==> src/rtl/wav53_pkg.sv <==
package wav53_pkg;

    // Line-framing controller states
    typedef enum logic [1:0] {
        ST_IDLE   = 2'd0,   // no line open
        ST_PRIME  = 2'd1,   // first pair of a line held
        ST_STREAM = 2'd2,   // mid-line, one output per accepted pair
        ST_DRAIN  = 2'd3    // last output pending, right mirror applied
    } wav_state_e;

endpackage

==> src/rtl/wav53_lo_path.sv <==
module wav53_lo_path #(
    parameter int DW = 16,
    parameter int OW = DW + 2
) (
    input  logic signed [DW-1:0] m2,
    input  logic signed [DW-1:0] m1,
    input  logic signed [DW-1:0] c0,
    input  logic signed [DW-1:0] p1,
    input  logic signed [DW-1:0] p2,
    output logic signed [OW-1:0] low
);
    // Four guard bits carry the full tap gain of 12 in eighths
    localparam int AW = DW + 4;

    logic signed [AW-1:0] w_m2, w_m1, w_c0, w_p1, w_p2;
    logic signed [AW-1:0] acc, biased;

    always_comb begin
        w_m2   = AW'(m2);
        w_m1   = AW'(m1);
        w_c0   = AW'(c0);
        w_p1   = AW'(p1);
        w_p2   = AW'(p2);
        // 6*c + 2*(left+right) - outer pair, all in eighths
        acc    = (w_c0 <<< 2) + (w_c0 <<< 1) + ((w_m1 + w_p1) <<< 1) - w_m2 - w_p2;
        biased = acc + $signed({{(AW-3){1'b0}}, 3'b100});
        low    = OW'(biased >>> 3);
    end

endmodule

==> src/rtl/wav53_hi_path.sv <==
module wav53_hi_path #(
    parameter int DW = 16,
    parameter int OW = DW + 2
) (
    input  logic signed [DW-1:0] left,
    input  logic signed [DW-1:0] mid,
    input  logic signed [DW-1:0] right,
    output logic signed [OW-1:0] high
);
    localparam int AW = DW + 3;

    logic signed [AW-1:0] acc, biased;

    always_comb begin
        // 2*odd - both even neighbours, in halves
        acc    = (AW'(mid) <<< 1) - AW'(left) - AW'(right);
        biased = acc + $signed({{(AW-1){1'b0}}, 1'b1});
        high   = OW'(biased >>> 1);
    end

endmodule

==> src/rtl/dual_rate_wavelet53.sv <==
module dual_rate_wavelet53
    import wav53_pkg::*;
#(
    parameter int DW       = 16,
    parameter int LINE_LEN = 8
) (
    input  logic                  clk,
    input  logic                  rst_n,
    input  logic                  in_valid,
    input  logic                  in_sol,
    input  logic                  in_eol,
    input  logic signed [DW-1:0]  in_even,
    input  logic signed [DW-1:0]  in_odd,
    output logic                  out_valid,
    output logic signed [DW+1:0]  out_low,
    output logic signed [DW+1:0]  out_high
);
    localparam int OW    = DW + 2;
    localparam int PAIRS = LINE_LEN / 2;
    localparam int CW    = $clog2(PAIRS) + 1;

    wav_state_e state, nxt_state;

    // Sample window: previous pair (prv_*) and pending pair (cur_*)
    logic signed [DW-1:0] prv_e, prv_o, cur_e, cur_o;
    logic                 head;       // pending pair is the first of its line
    logic [CW-1:0]        pair_cnt;   // pairs taken in the open line

    logic start_line, advance, emit, draining;
    logic signed [DW-1:0] nxt_e, tap_m2, tap_m1;
    logic signed [OW-1:0] lo_res, hi_res;

    always_comb begin
        draining   = (state == ST_DRAIN);
        start_line = in_valid && in_sol && (state == ST_IDLE || draining);
        advance    = in_valid && (state == ST_PRIME || state == ST_STREAM);
        emit       = advance || draining;
        // Right edge: the sample past the end mirrors onto x[N-2]
        nxt_e      = draining ? cur_e : in_even;
        // Left edge: x[-2] mirrors onto x[2], x[-1] onto x[1]
        tap_m2     = head ? nxt_e : prv_e;
        tap_m1     = head ? cur_o : prv_o;
    end

    wav53_lo_path #(.DW(DW), .OW(OW)) u_lo (
        .m2 (tap_m2),
        .m1 (tap_m1),
        .c0 (cur_e),
        .p1 (cur_o),
        .p2 (nxt_e),
        .low(lo_res)
    );

    wav53_hi_path #(.DW(DW), .OW(OW)) u_hi (
        .left (cur_e),
        .mid  (cur_o),
        .right(nxt_e),
        .high (hi_res)
    );

    // Next-state logic
    always_comb begin
        nxt_state = state;
        unique case (state)
            ST_IDLE: begin
                if (in_valid && in_sol)
                    nxt_state = in_eol ? ST_DRAIN : ST_PRIME;
            end
            ST_PRIME, ST_STREAM: begin
                if (in_valid)
                    nxt_state = in_eol ? ST_DRAIN : ST_STREAM;
            end
            ST_DRAIN: begin
                if (in_valid && in_sol)
                    nxt_state = in_eol ? ST_DRAIN : ST_PRIME;
                else
                    nxt_state = ST_IDLE;
            end
            default: nxt_state = ST_IDLE;
        endcase
    end

    // State register
    always_ff @(posedge clk) begin
        if (!rst_n)
            state <= ST_IDLE;
        else
            state <= nxt_state;
    end

    // Window and output registers
    always_ff @(posedge clk) begin
        if (!rst_n) begin
            prv_e     <= '0;
            prv_o     <= '0;
            cur_e     <= '0;
            cur_o     <= '0;
            head      <= 1'b0;
            pair_cnt  <= '0;
            out_valid <= 1'b0;
            out_low   <= '0;
            out_high  <= '0;
        end else begin
            out_valid <= emit;
            if (emit) begin
                out_low  <= lo_res;
                out_high <= hi_res;
            end
            if (start_line) begin
                cur_e    <= in_even;
                cur_o    <= in_odd;
                head     <= 1'b1;
                pair_cnt <= CW'(1);
            end else if (advance) begin
                prv_e    <= cur_e;
                prv_o    <= cur_o;
                cur_e    <= in_even;
                cur_o    <= in_odd;
                head     <= 1'b0;
                pair_cnt <= pair_cnt + CW'(1);
            end
        end
    end

    // Assertions
    AST_EOL_ALIGNED: assert property (@(posedge clk) disable iff (!rst_n)
        advance |-> (in_eol == (pair_cnt == CW'(PAIRS - 1))));

    AST_FIRST_PAIR_SILENT: assert property (@(posedge clk) disable iff (!rst_n)
        (state == ST_IDLE && in_valid && in_sol && !in_eol) |=> !out_valid);

    AST_STREAM_RATE: assert property (@(posedge clk) disable iff (!rst_n)
        advance |=> out_valid);

    AST_DRAIN_EMITS: assert property (@(posedge clk) disable iff (!rst_n)
        (state == ST_DRAIN) |=> out_valid);

    AST_RESTART_IN_DRAIN: assert property (@(posedge clk) disable iff (!rst_n)
        (state == ST_DRAIN && in_valid && in_sol) |=> (out_valid && state != ST_IDLE));

    AST_STRAY_IGNORED: assert property (@(posedge clk) disable iff (!rst_n)
        (state == ST_IDLE && !(in_valid && in_sol)) |=> (!out_valid && state == ST_IDLE));

    AST_GAP_SILENT: assert property (@(posedge clk) disable iff (!rst_n)
        (state == ST_STREAM && !in_valid) |=> (!out_valid && $stable(out_low) && $stable(out_high)));

endmodule

==> config.mk <==
export PLATFORM = sky130hd
export DESIGN_NAME = dual_rate_wavelet53
export DESIGN_NICKNAME = d
export VERILOG_FILES = /design/src/rtl/wav53_pkg.sv /design/src/rtl/wav53_lo_path.sv /design/src/rtl/wav53_hi_path.sv /design/src/rtl/dual_rate_wavelet53.sv
export SDC_FILE = /design/constraint.sdc
export NUM_CORES = 1
export LEC_CHECK = 0
export BUFFER_PORTS_ARGS = -buffer_cell sky130_fd_sc_hd__buf_4
export CORE_AREA = 2 2 113 169
export DETAILED_ROUTE_END_ITERATION = 12
export DIE_AREA = 0 0 115 171
export GPL_ROUTABILITY_DRIVEN = 0
export GPL_TIMING_DRIVEN = 0
export PLACE_DENSITY = 0.73
export RECOVER_POWER = 50
export SLEW_MARGIN = 20
export SYNTH_ARGS = -nofsm -noshare
export SYNTH_HDL_FRONTEND = slang
export SYNTH_SLANG_ARGS = --single-unit
==> constraint.sdc <==
create_clock -name clk -period 12.4 [get_ports clk]
set_clock_uncertainty 0.05 [all_clocks]
set_input_delay 1.24 -clock clk [delete_from_list [all_inputs] [get_ports clk]]
set_output_delay 1.24 -clock clk [all_outputs]
set_load 0.01 [all_outputs]
==> out/qor.txt <==
static leakage: 4.29 nW
metal2 WL: 12.4 mm
Hold Crit Start: out_low[5]
reg2reg end: out_low[16]
Inst Count DP: 1402
period utilization: 53.7%
crit path capture type: flip-flop
Critical Path Fanout Max: 10
pin count of the biggest net entering global routing: 20
Synth area leaders: dfxtp_1 (23%), ha_1 (12%), fa_1 (12%), nand2_1 (7.6%), a21oi_1 (7.5%)
Mapped Avg Cell Area: 8.08 sq um
Die Width: 115 microns
Yosys top cell area share: 23.0%
Routed WL per cell: 17.4 microns
CTS tree: yes
worst setup margin: 5.74 ns
syn_nets: 1286
Syn. warnings: 0
grt ovf: 0
CP max stage cell: fa_1
Final TNS setup: 0 ns
Pre-antenna DRT Iters: 5
Synth async-reset ratio: 0%
fin crit period: 6.66 ns
Reg clk slew, reported paths: 0.08 ns
DP HPWL: 20.1 mm
Power Total: 2.92 mW
die height: 171 microns
Highest Clock Rate: 150 MHz
R2R Setup Slk: 5.74 ns
RSZ-0062 raised after global routing: no
mapped cell area: 8960 sq um
R2R depth: 22
Tot GR Track Use: 25.4%
Root Buffer Master: clkbuf_16
Layout area overhead: 11.1%
final setup fails: 0
H-tree depth: 3
Post-DP Area: 9790 sq um
core area: 18300 sq um
#FFs+latches synth: 103
Pwr Density: 293 nW/um^2
ANT cells: 0
CTS max path bufs: 2
CTS Buf Count: 9
fin nets: 1370
Worst EP required: 12.60 ns
initial antenna violation count: 0
Residual DRC: 0
M1 wire length: 10.1 mm
non-filler cells, final: 1418
final max-slew violation count: 0
Initial Util: 48.9%
Max Cap Viol: 0
dpl ws: 5.83 ns
number of global-route vias before repair: 7884
post-synth top area cell: dfxtp_1
final WL: 24.6 mm
Crit Path Category: reg2reg
DR WL met3: 985 microns
cell with the most instances on the worst path: ha_1
share of layout cells above drive strength 1: 7.51%
first-pass GRT wire length: 39.2 mm
PostCTS Resize Cnt: 0
Post-synth EDFFs: 0
Startpoint Class: flip-flop
Main synth FF type: dfxtp_1
worst min path class: reg2reg
peak supply drop: 0.132 mV
worst hold path endpoint: out_low[5]
DR vias/cell: 5.73
top routing layer in use: met4
Worst-Skew Late Latency: 0.36 ns
critical path data arrival time: 6.86 ns
clk sink count: 103
Fin. Hold Viols: 0
Via Count: 8131
hold-critical path depth: 2
r2r startpoint: head
# Post-CTS Setup Buffers: 0
I/O Buffers: 73
Slew @ Worst Pin: 0.910 ns
Site Rows: 61
synth unique cells: 69
status: finished, final reports clean
die area: 19700 sq um
Iter 0 DRT Violations: 495
CP Buf/Inv Count: 5
Slew headroom: 37.6%
cells after synthesis: 1109
cts hold-fix bufs: 0
Seq/Total Area, Yosys: 23.0%
post-route ant nets: 0
Worst path max stage delay: 0.52 ns
Ports: 74
Worst path top cell family by delay: adder cells
design area: 9960 sq um
crit path cell chain: clkbuf_1 -> buf_1 -> mux2_2 -> ha_1 -> a21oi_1 -> nand2_1 -> or3_1 -> o211ai_1 -> o21ai_0 -> xor2_1 -> fa_1 -> inv_1 -> fa_1 -> inv_1 -> ha_1 -> ha_1 -> clkbuf_1 -> and4_2 -> nand4_1 -> nor4b_4 -> nor3_1 -> or3_1
==> flip-flops by register name, summed over array words and instances, names as in the netlist, 2 cells and up <==
| signal | cells |
|---|---|
| cur_o | 16 |
| out_high | 18 |
| out_low | 17 |
| prv_e | 16 |
| prv_o | 16 |
| cur_e | 16 |
| state | 2 |
==> routing by layer <==
layer / global-route usage (%) / vias to the layer above
met3: 3.29 / 70
met5: 0 / -
met4: 11.3 / 0
met1: 29.7 / 3826
met2: 45.7 / 238
li1: - / 3997
==> cells in the mapped netlist (6+ instances only) <==
cell and count:
mux2i_1 16, nand4_1 9, a31oi_1 8, a211oi_1 17, nand2_1 182, inv_1 97
xor2_1 17, nand3_1 25, nor3_1 17, o211ai_1 6, ha_1 87, nand2b_1 9
a21o_1 26, o21ai_0 42, or3_1 9, o21bai_1 9, o21a_1 11, nor2_1 57
mux2_2 20, clkbuf_1 32, dfxtp_1 103, nor2b_1 6, a21oi_1 135, fa_1 53
and3_1 7, xnor2_1 25, buf_1 11
==> metrics by stage <==
stage | utilization (%) | hold slack (ns)
after floorplan | - | 0.384
after global placement | 53.4 | 0.390
after detailed placement | 53.4 | 0.394
after CTS | 55.2 | 0.405
after global routing | 54.4 | 0.418
final | 54.4 | 0.402
==> worst register-to-register path, cell delays in order (launching register included) <==
cell and delay (ns):
dfxtp_1 0.33, clkbuf_1 0.34, buf_1 0.49, mux2_2 0.40, ha_1 0.34, a21oi_1 0.25
nand2_1 0.12, or3_1 0.32, o211ai_1 0.36, o21ai_0 0.20, xor2_1 0.20, fa_1 0.50
inv_1 0.06, fa_1 0.52, inv_1 0.04, ha_1 0.29, ha_1 0.28, clkbuf_1 0.26
and4_2 0.32, nand4_1 0.15, nor4b_4 0.30, nor3_1 0.08, or3_1 0.35
==> placed cells by master (no fill, tap or decap), drive strengths merged, types with 3 or more instances in the layout <==
cell and n:
nand3b 4, buf 49, xor2 17, o31ai 4, a2111oi 3, o21bai 9
nor3 17, dfxtp 103, a211oi 17, o21ai 43, o2111a 3, nand4 9
o211ai 6, o2111ai 4, or3 9, and3 8, a31oi 8, fa 53
and2 3, a41oi 3, nand4b 4, a21oi 136, mux2i 16, nand2b 9
nand2 182, ha 87, nor2b 6, a311oi 4, inv 100, xnor2 25
a21o 26, nor2 57, nor3b 4, clkbuf 84, nand3 25, mux2 20
o21a 11
==> area by class of cell <==
class / instances / area (sq um)
plain buffers: 51 / 221
clock buffers: 9 / 225
clock inverters: 7 / 88.8
fillers: 1780 / 8360
inverters: 97 / 364
multi-input cells: 858 / 6320
flip-flops and latches: 103 / 2060
well taps: 220 / 275
repair buffers: 73 / 405
==> worst max-delay path by stage <==
| stage | start | endpoint | slack (ns) | depth (start not counted) |
|---|---|---|---|---|
| 5_1_grt | head | out_low[16] | 5.41 | 22 |
| 3_3_place_gp | head | out_low[16] | 5.91 | 22 |
| 4_1_cts | head | out_low[16] | 5.82 | 22 |
| 2_1_floorplan | head | out_low[16] | 6.69 | 22 |
| 6_report | head | out_low[16] | 5.74 | 22 |
| 3_5_place_dp | head | out_low[16] | 5.83 | 22 |
==> power by group <==
| group | total (mW) | switching [mW] | internal [mW] | leakage, nW |
|---|---|---|---|---|
| sequential | 0.451 | 0.0531 | 0.398 | 0.841 |
| clock | 0.309 | 0.147 | 0.162 | 0.152 |
| combinational | 2.16 | 1.29 | 0.870 | 3.30 |
==> cell families (layout without fill, tap and decap cells) <==
logic type / Yosys count / in the layout / synth area share (%)
AND/OR/NAND/NOR: 344 / 344 / 17.6
AO/OA/AOI/OAI: 296 / 296 / 20.5
buffers and inverters: 148 / 237 / 6.53
adder cells (fa/ha/maj): 140 / 140 / 24.0
flip-flops: 103 / 103 / 23.0
XOR/XNOR: 42 / 42 / 4.10
multiplexers: 36 / 36 / 4.30
(Power assumes the default switching activity.)
